`src/rtl/pcx_pkg.sv`:
```
package pcx_pkg;
  typedef enum logic [1:0] {
    SZ_BYTE  = 2'd0,
    SZ_HALF  = 2'd1,
    SZ_WORD  = 2'd2,
    SZ_WORD3 = 2'd3
  } pcx_size_e;

  localparam int ENABLE_BIT = 31;
endpackage

```
`src/rtl/pcx_lsb_find.sv`:
```
module pcx_lsb_find #(
  parameter int W  = 21,
  localparam int IW = $clog2(W)
) (
  input  logic [W-1:0]  vec,
  output logic [IW-1:0] idx,
  output logic          none
);
  always_comb begin
    idx = '0;
    for (int i = W - 1; i >= 0; i--) begin
      if (vec[i]) idx = IW'(i);
    end
  end

  assign none = ~|vec;
endmodule

```
`src/rtl/pcx_screen.sv`:
```
module pcx_screen #(
  parameter int DW = 32,
  localparam int NB = DW / 8
) (
  input  logic [1:0]    size,
  input  logic [1:0]    off_lo,
  input  logic          type1,
  input  logic          sel_empty,
  output logic          accept,
  output logic          fault,
  output logic [DW-1:0] fill
);
  import pcx_pkg::*;

  logic misalign;
  logic [NB-1:0] lane_on;

  always_comb begin
    unique case (pcx_size_e'(size))
      SZ_BYTE: misalign = 1'b0;
      SZ_HALF: misalign = off_lo[0];
      default: misalign = |off_lo;
    endcase
  end

  assign fault  = ~type1 & (misalign | sel_empty);
  assign accept = ~type1 & ~misalign & ~sel_empty;

  for (genvar b = 0; b < NB; b++) begin : g_lane
    if (b == 0) begin : g_first
      assign lane_on[b] = 1'b1;
    end else if (b == 1) begin : g_second
      assign lane_on[b] = (size != SZ_BYTE);
    end else begin : g_upper
      assign lane_on[b] = size[1];
    end
    assign fill[b*8 +: 8] = {8{lane_on[b]}};
  end
endmodule

```
`src/rtl/pcx_pack.sv`:
```
module pcx_pack #(
  parameter int BUS_W = 8,
  parameter int DEV_W = 5,
  parameter int DW    = 32
) (
  input  logic [BUS_W-1:0] bus,
  input  logic [DEV_W-1:0] dev,
  input  logic [2:0]       fn,
  input  logic [5:0]       regn,
  output logic [DW-1:0]    addr
);
  import pcx_pkg::*;

  always_comb begin
    addr                 = '0;
    addr[ENABLE_BIT]     = 1'b1;
    addr[16 +: BUS_W]    = bus;
    addr[11 +: DEV_W]    = dev;
    addr[10:8]           = fn;
    addr[7:2]            = regn;
  end
endmodule

```
`src/rtl/pcicfg_xlate.sv`:
```
module pcicfg_xlate #(
  parameter int OFF_W = 16,
  parameter int DW    = 32,
  parameter int BUS_W = 8,
  parameter int TYPE1_BIT = 16,
  localparam int SEL_LO = 11,
  localparam int SEL_W  = DW - SEL_LO,
  localparam int DEV_W  = $clog2(SEL_W)
) (
  input  logic             clk,
  input  logic             rst_n,
  input  logic             acc_valid,
  input  logic             acc_write,
  input  logic [1:0]       acc_size,
  input  logic [OFF_W-1:0] win_off,
  input  logic [DW-1:0]    map_reg,
  input  logic [BUS_W-1:0] bus_num,
  output logic [DW-1:0]    cfg_addr,
  output logic             fwd_valid,
  output logic [DW-1:0]    rej_rdata,
  output logic             clr_abort,
  output logic             err
);
  logic [DW-1:0]    raw;
  logic [DEV_W-1:0] dev_idx;
  logic             sel_empty;
  logic             accept;
  logic             fault;
  logic [DW-1:0]    fill;
  logic [DW-1:0]    addr_nxt;
  logic             fwd_nxt;
  logic             err_nxt;
  logic [DW-1:0]    rd_nxt;
  logic             addr_en;

  assign raw = {map_reg[DW-OFF_W-1:0], win_off};

  pcx_lsb_find #(.W(SEL_W)) u_find (
    .vec  (raw[DW-1:SEL_LO]),
    .idx  (dev_idx),
    .none (sel_empty)
  );

  pcx_screen #(.DW(DW)) u_screen (
    .size      (acc_size),
    .off_lo    (win_off[1:0]),
    .type1     (map_reg[TYPE1_BIT]),
    .sel_empty (sel_empty),
    .accept    (accept),
    .fault     (fault),
    .fill      (fill)
  );

  pcx_pack #(.BUS_W(BUS_W), .DEV_W(DEV_W), .DW(DW)) u_pack (
    .bus  (bus_num),
    .dev  (dev_idx),
    .fn   (raw[10:8]),
    .regn (raw[7:2]),
    .addr (addr_nxt)
  );

  always_comb begin
    fwd_nxt = acc_valid & accept;
    err_nxt = acc_valid & fault;
    rd_nxt  = (acc_valid & ~acc_write & ~accept) ? fill : '0;
    addr_en = fwd_nxt;
  end

  always_ff @(posedge clk or negedge rst_n) begin
    if (!rst_n) begin
      fwd_valid <= 1'b0;
      clr_abort <= 1'b0;
      err       <= 1'b0;
      rej_rdata <= '0;
    end else begin
      fwd_valid <= fwd_nxt;
      clr_abort <= fwd_nxt;
      err       <= err_nxt;
      rej_rdata <= rd_nxt;
    end
  end

  always_ff @(posedge clk or negedge rst_n) begin
    if (!rst_n) begin
      cfg_addr <= '0;
    end else if (addr_en) begin
      cfg_addr <= addr_nxt;
    end
  end


  fwd_enable_chk: assert property (@(posedge clk) disable iff (!rst_n)
    fwd_valid |-> (cfg_addr[DW-1] && cfg_addr[1:0] == 2'b00));


  clr_pair_chk: assert property (@(posedge clk) disable iff (!rst_n)
    clr_abort == fwd_valid);


  err_excl_chk: assert property (@(posedge clk) disable iff (!rst_n)
    err |-> (!fwd_valid && !clr_abort));


  latency_chk: assert property (@(posedge clk) disable iff (!rst_n)
    !acc_valid |=> (!fwd_valid && !err && rej_rdata == '0));


  fill_excl_chk: assert property (@(posedge clk) disable iff (!rst_n)
    fwd_valid |-> (rej_rdata == '0));


  type1_quiet_chk: assert property (@(posedge clk) disable iff (!rst_n)
    (acc_valid && map_reg[TYPE1_BIT]) |=> (!fwd_valid && !err));


  pulse_once_chk: assert property (@(posedge clk) disable iff (!rst_n)
    (clr_abort && !acc_valid) |=> !clr_abort);
endmodule

```
`config.mk`:
```
export PLATFORM = sky130hd
export DESIGN_NAME = pcicfg_xlate
export DESIGN_NICKNAME = d
export VERILOG_FILES = /design/src/rtl/pcx_pkg.sv /design/src/rtl/pcx_lsb_find.sv /design/src/rtl/pcx_screen.sv /design/src/rtl/pcx_pack.sv /design/src/rtl/pcicfg_xlate.sv
export SDC_FILE = /design/constraint.sdc
export NUM_CORES = 1
export LEC_CHECK = 0
export ABC_AREA = 1
export BUFFER_PORTS_ARGS = -buffer_cell sky130_fd_sc_hd__buf_2
export CAP_MARGIN = 40
export CORE_ASPECT_RATIO = 0.7
export CORE_MARGIN = 3
export CORE_UTILIZATION = 45
export DETAILED_ROUTE_END_ITERATION = 6
export MAX_ROUTING_LAYER = met4
export PLACE_DENSITY = 0.85
export SLEW_MARGIN = 20
export SYNTH_ARGS = -nofsm -noshare
export SYNTH_HDL_FRONTEND = slang
export SYNTH_HIERARCHICAL = 1
export SYNTH_SLANG_ARGS = --single-unit
```
`constraint.sdc`:
```
create_clock -name clk -period 0.8 [get_ports clk]
set_clock_uncertainty 0.1 [all_clocks]
set_input_delay 0.24 -clock clk [delete_from_list [all_inputs] [get_ports clk]]
set_output_delay 0.24 -clock clk [all_outputs]
set_load 0.05 [all_outputs]
```
== Word-level counts from Yosys, hierarchy flattened ==
Cells that the tools add are included.
Word-level totals
  bits in registers: 57
  input port bits: 62
  output and inout port bits: 67
Operators by class
  equal/unequal tests: 1
  mux-type cells: 23
  bitwise logic cells: 12
  reduce and logical (&&, ||, !) cells: 5
Operators with widths (number)
  $mux W5: 21
  $mux W32: 1
  $reduce_or A21 Y1: 1
  $and A1 B1 Y1: 7
  $not A1 Y1: 4
  $eq A2 B1 Y1 const B: 1
  $logic_not A2 Y1: 1
  $pmux W1 S2: 1
  $reduce_bool A2 Y1: 1
  $reduce_or A2 Y1: 1
  $logic_not A1 Y1: 1
  $or A1 B1 Y1: 1

== Logic depth before layout (Yosys ltp) ==
  depth after elaboration: 21
  depth in mapped cells: 22
  gate-level depth less buffers: 21

== Cells and area by module ==
The synthesis kept the hierarchy.
By module, submodules not included
  pcicfg_xlate: times used 1, cells an instance 243, area each 2339.7 µm²
  pcx_screen: times used 1, cells an instance 42, area each 297.8 µm²
  pcx_lsb_find: times used 1, cells an instance 65, area each 276.5 µm²
  pcx_pack: times used 1, cells an instance 34, area each 247.7 µm²

== Least setup slack after synthesis ==
Ideal clock, no wire load.
  kind: input to register
  start: input win_off[14]
  end: register cfg_addr[10]
  setup time: 118 ps
  arrival time: 1463 ps
  path slack: -881 ps
  cell stages on the path: 11
  buffers on the path: 1
  path through: nor4_1 > nand4_1 > nor3_1 > inv_1 > nand2_2 > nor3_2 > nand2_1 > inv_2 > buf_4 > nand2_1 > nand2_1
On the way
  word-level cells in the longest chain between the ends: 3
Ends and longest elaborated chain
  start, declared: line pcicfg_xlate.sv:15  | input logic [OFF_W-1:0] win_off,
  $reduce_or A21 Y1: line pcx_lsb_find.sv:16  | assign none = ~|vec;
  $and A1 B1 Y1: line pcx_screen.sv:27  | assign accept = ~type1 & ~misalign & ~sel_empty;
  via accept: line pcicfg_xlate.sv:27  | logic accept;
  $and A1 B1 Y1: line pcicfg_xlate.sv:63  | fwd_nxt = acc_valid & accept;
  end signal, assigned: line pcicfg_xlate.sv:87  | cfg_addr <= addr_nxt;
  end, declared: line pcicfg_xlate.sv:18  | output logic [DW-1:0] cfg_addr,
The timed path passes the listed nets, and every way through them passes these cells.
A chain may end at the register's enable or synchronous reset.

== Final worst setup path ==
  start: input win_off[13]
  end: register cfg_addr[22]
Same word-level chain as after synthesis.

==> reports/metrics.yaml <==
cts:
  cts_sinks: 66
  cts_tree: "built"
  clk_pin_slew_worst_paths_ps: 70
  clockBufferDepth: 2
  clk_latency_ps: 330
  cts_buffers: 9
  root_buffer: "clkbuf_8"
  h-tree-depth: 3
sta:
  final-setup-viol-count: 133
  setup_slack_ps: -769.0
  final.min_clock_period_ps: 1569
  hold_viol: 66
  max_freq_mhz: 637.4
  whs_ps: -354.2
  rsz0062_at_grt: "true"
  slew_violations: 0
  finalCritPeriodShare_pct: 196.1
global_route:
  track_usage_pct: 22.35
  antenna_found_initial: 0
  grt_max_degree: 33
  overflow: 0
  grt_pass1_vias: 2833
  grt_pass1_wl_um: 13540
placement:
  place_ws_ps: -1151
  numPortBuffers: 113
  place_congestion: 0.8567
  placed_area_mm2: 0.003825
  dp_hpwl_um: 5142
worst_setup_path:
  end_kind: "flop"
  required_ps: 980
  rrSetupSlack_ps: -300
  crit_fanout: 7
  start_kind: "input port"
  worstSetupPathType: "in -> reg"
  cp.arrival_ps: 1750
status:
  outcome: "finished with violations"
  failed_checks: "negative hold slack, negative setup slack"
synthesis:
  ys_ff_latch: 66
  synth_common_cells: "122 x nand2_1, 67 x buf_4, 66 x dfrtp_1"
  post-synth-top-count-cell: "nand2_1"
  synth_ff_type: "dfrtp_1"
  synth_edf_count: 0
  synth_area_per_cell_um2: 8.234
  yosysUniqueCellTypes: 22
  syn-cell-area_mm2: 0.003162
  synth_top_area_share_pct: 52.24
  synth_async_sr_flop_share_pct: 100.0
  synthTopCellsByArea: "dfrtp_1 52%, buf_4 16%, nand2_1 14%, inv_1 6.4%, nor2_1 4.9%"
  ys_seq_area_share_pct: 52.24
  syn_inst: 384
  yosys.area.top_type: "dfrtp_1"
  ys_warn_count: 6
layout:
  synthToLayoutAreaGrowth_pct: 57.26
  layout-drive-gt1-share_pct: 57.25
  fin_area_mm2: 0.004972
  multi_input_comb_area_um2: 993.5
  utilization_pct: 76.31
  n_antenna_cell: 0
  fin_nets: 588
  regArea_mm2: 0.001709
  fillers: 410
drt:
  drc: 0
  first_iter_violations: 104
  wl_per_cell_um: 14.18
  detail_route.first_pass.iterations: 4
  viasPerCell: 4.375
  vias: 2721
  detail-route-antenna-nets: 0
  totalWireLength_um: 8817
floorplan:
  start_util_pct: 48.52
  chipHeight_um: 76.13
  coreArea_mm2: 0.006516
  die_w_um: 106.2
  dieArea_mm2: 0.008084
  ios: 129
  num_rows: 24
job:
  drv_cap: 0
power:
  power_per_cell_area_mw_per_mm2: 2202
  ir_drop_mv: 1.145
  power_leakage_nw: 2.862
hold_path:
  hold_path_class: "in -> async"
where the power goes:
| part | switching, mW | internal (mW) | leakage [nW] |
|---|---|---|---|
| Sequential | 0.273 | 3.71 | 0.798 |
| Combinational | 2.20 | 1.59 | 1.95 |
| Clock | 1.33 | 1.84 | 0.112 |
sequential cells by signal (all words and copies together) (netlist names):
signal     count
cfg_addr      32
rej_rdata     32
clr_abort      1
err            1
cell usage in the layout (no fill, tap or decap), types with 13 or more instances in the layout:
| cell type | netlist | routed |
|---|---|---|
| nand2_1 | 122 | 95 |
| nor2_1 | 41 | 30 |
| buf_4 | 67 | 65 |
| nor2_2 | 3 | 13 |
| buf_6 | 0 | 68 |
| dfrtp_2 | 0 | 46 |
| inv_1 | 54 | 54 |
| dfrtp_1 | 66 | 20 |
| conb_1 | 3 | 18 |
| nand2_2 | 1 | 18 |
| buf_2 | 6 | 44 |
per-layer routing:
| metal | vias to the layer above | routed length, µm | track usage [%] |
|---|---|---|---|
| met5 | - | 0 | - |
| met4 | 0 | 105 | 7.503 |
| met3 | 17 | 621 | 6.774 |
| met2 | 101 | 4552 | 37.80 |
| met1 | 1289 | 3537 | 25.31 |
| li1 | 1314 | - | - |
repair_timing:
action	CTS	global route
setup buffers	19	13
pin swaps	15	14
setup endpoints to repair	133	133
cloned	4	0
hold endpoints to repair	80	72
resized for setup	160	33
worst paths after layout:
path                                   from      endpoint  cells past startpoint
worst min-delay path                  rst_n  cfg_addr[28]                      1
worst max register to register  cfg_addr[3]   cfg_addr[3]                      5
min in group clk                 bus_num[5]  cfg_addr[21]                      3
worst max-delay path            win_off[13]  cfg_addr[22]                     12
worst min register to register  cfg_addr[0]   cfg_addr[0]                      2
max in group asynchronous             rst_n           err                      2
final cells by class:
cell class                      instances  area share, %
Clock inverter                          6          1.812
Timing Repair inverter                  2         0.4529
Sequential cell                        66          34.37
Clock buffer                           10          2.768
Tap cell                               91          2.290
Inverter                               59          4.706
Timing Repair Buffer                  187          33.62
Multi-Input combinational cell        201          19.98
cells by family (layout without fill, tap and decap cells):
group / count (synthesis) / in the layout / synth area share [%]
AND/OR/NAND/NOR: 176 / 176 / 22.00
buffers and inverters: 132 / 264 / 23.86
flip-flops: 66 / 66 / 52.24
AO/OA/AOI/OAI: 7 / 7 / 1.543
other: 3 / 18 / 0.3561
critical path, cell delays in order:
cell,delay [ps]
buf_8,100
nor4_4,320
nand4_1,190
nor3_1,160
inv_1,80
nand2_2,100
nor3_4,60
nand2_4,100
buf_12,130
buf_12,150
nand2_4,50
nand2_2,60
through the flow:
step	total power, mW	TNS [ps]	instances
2_1_floorplan	5.899	-54780	399
3_3_place_gp	6.637	-75420	571
3_5_place_dp	6.702	-80470	571
4_1_cts	10.69	-73400	610
5_1_grt	11.41	-83320	622
6_report	10.95	-76050	622
Note: power is estimated with default switching activity, not from simulation.
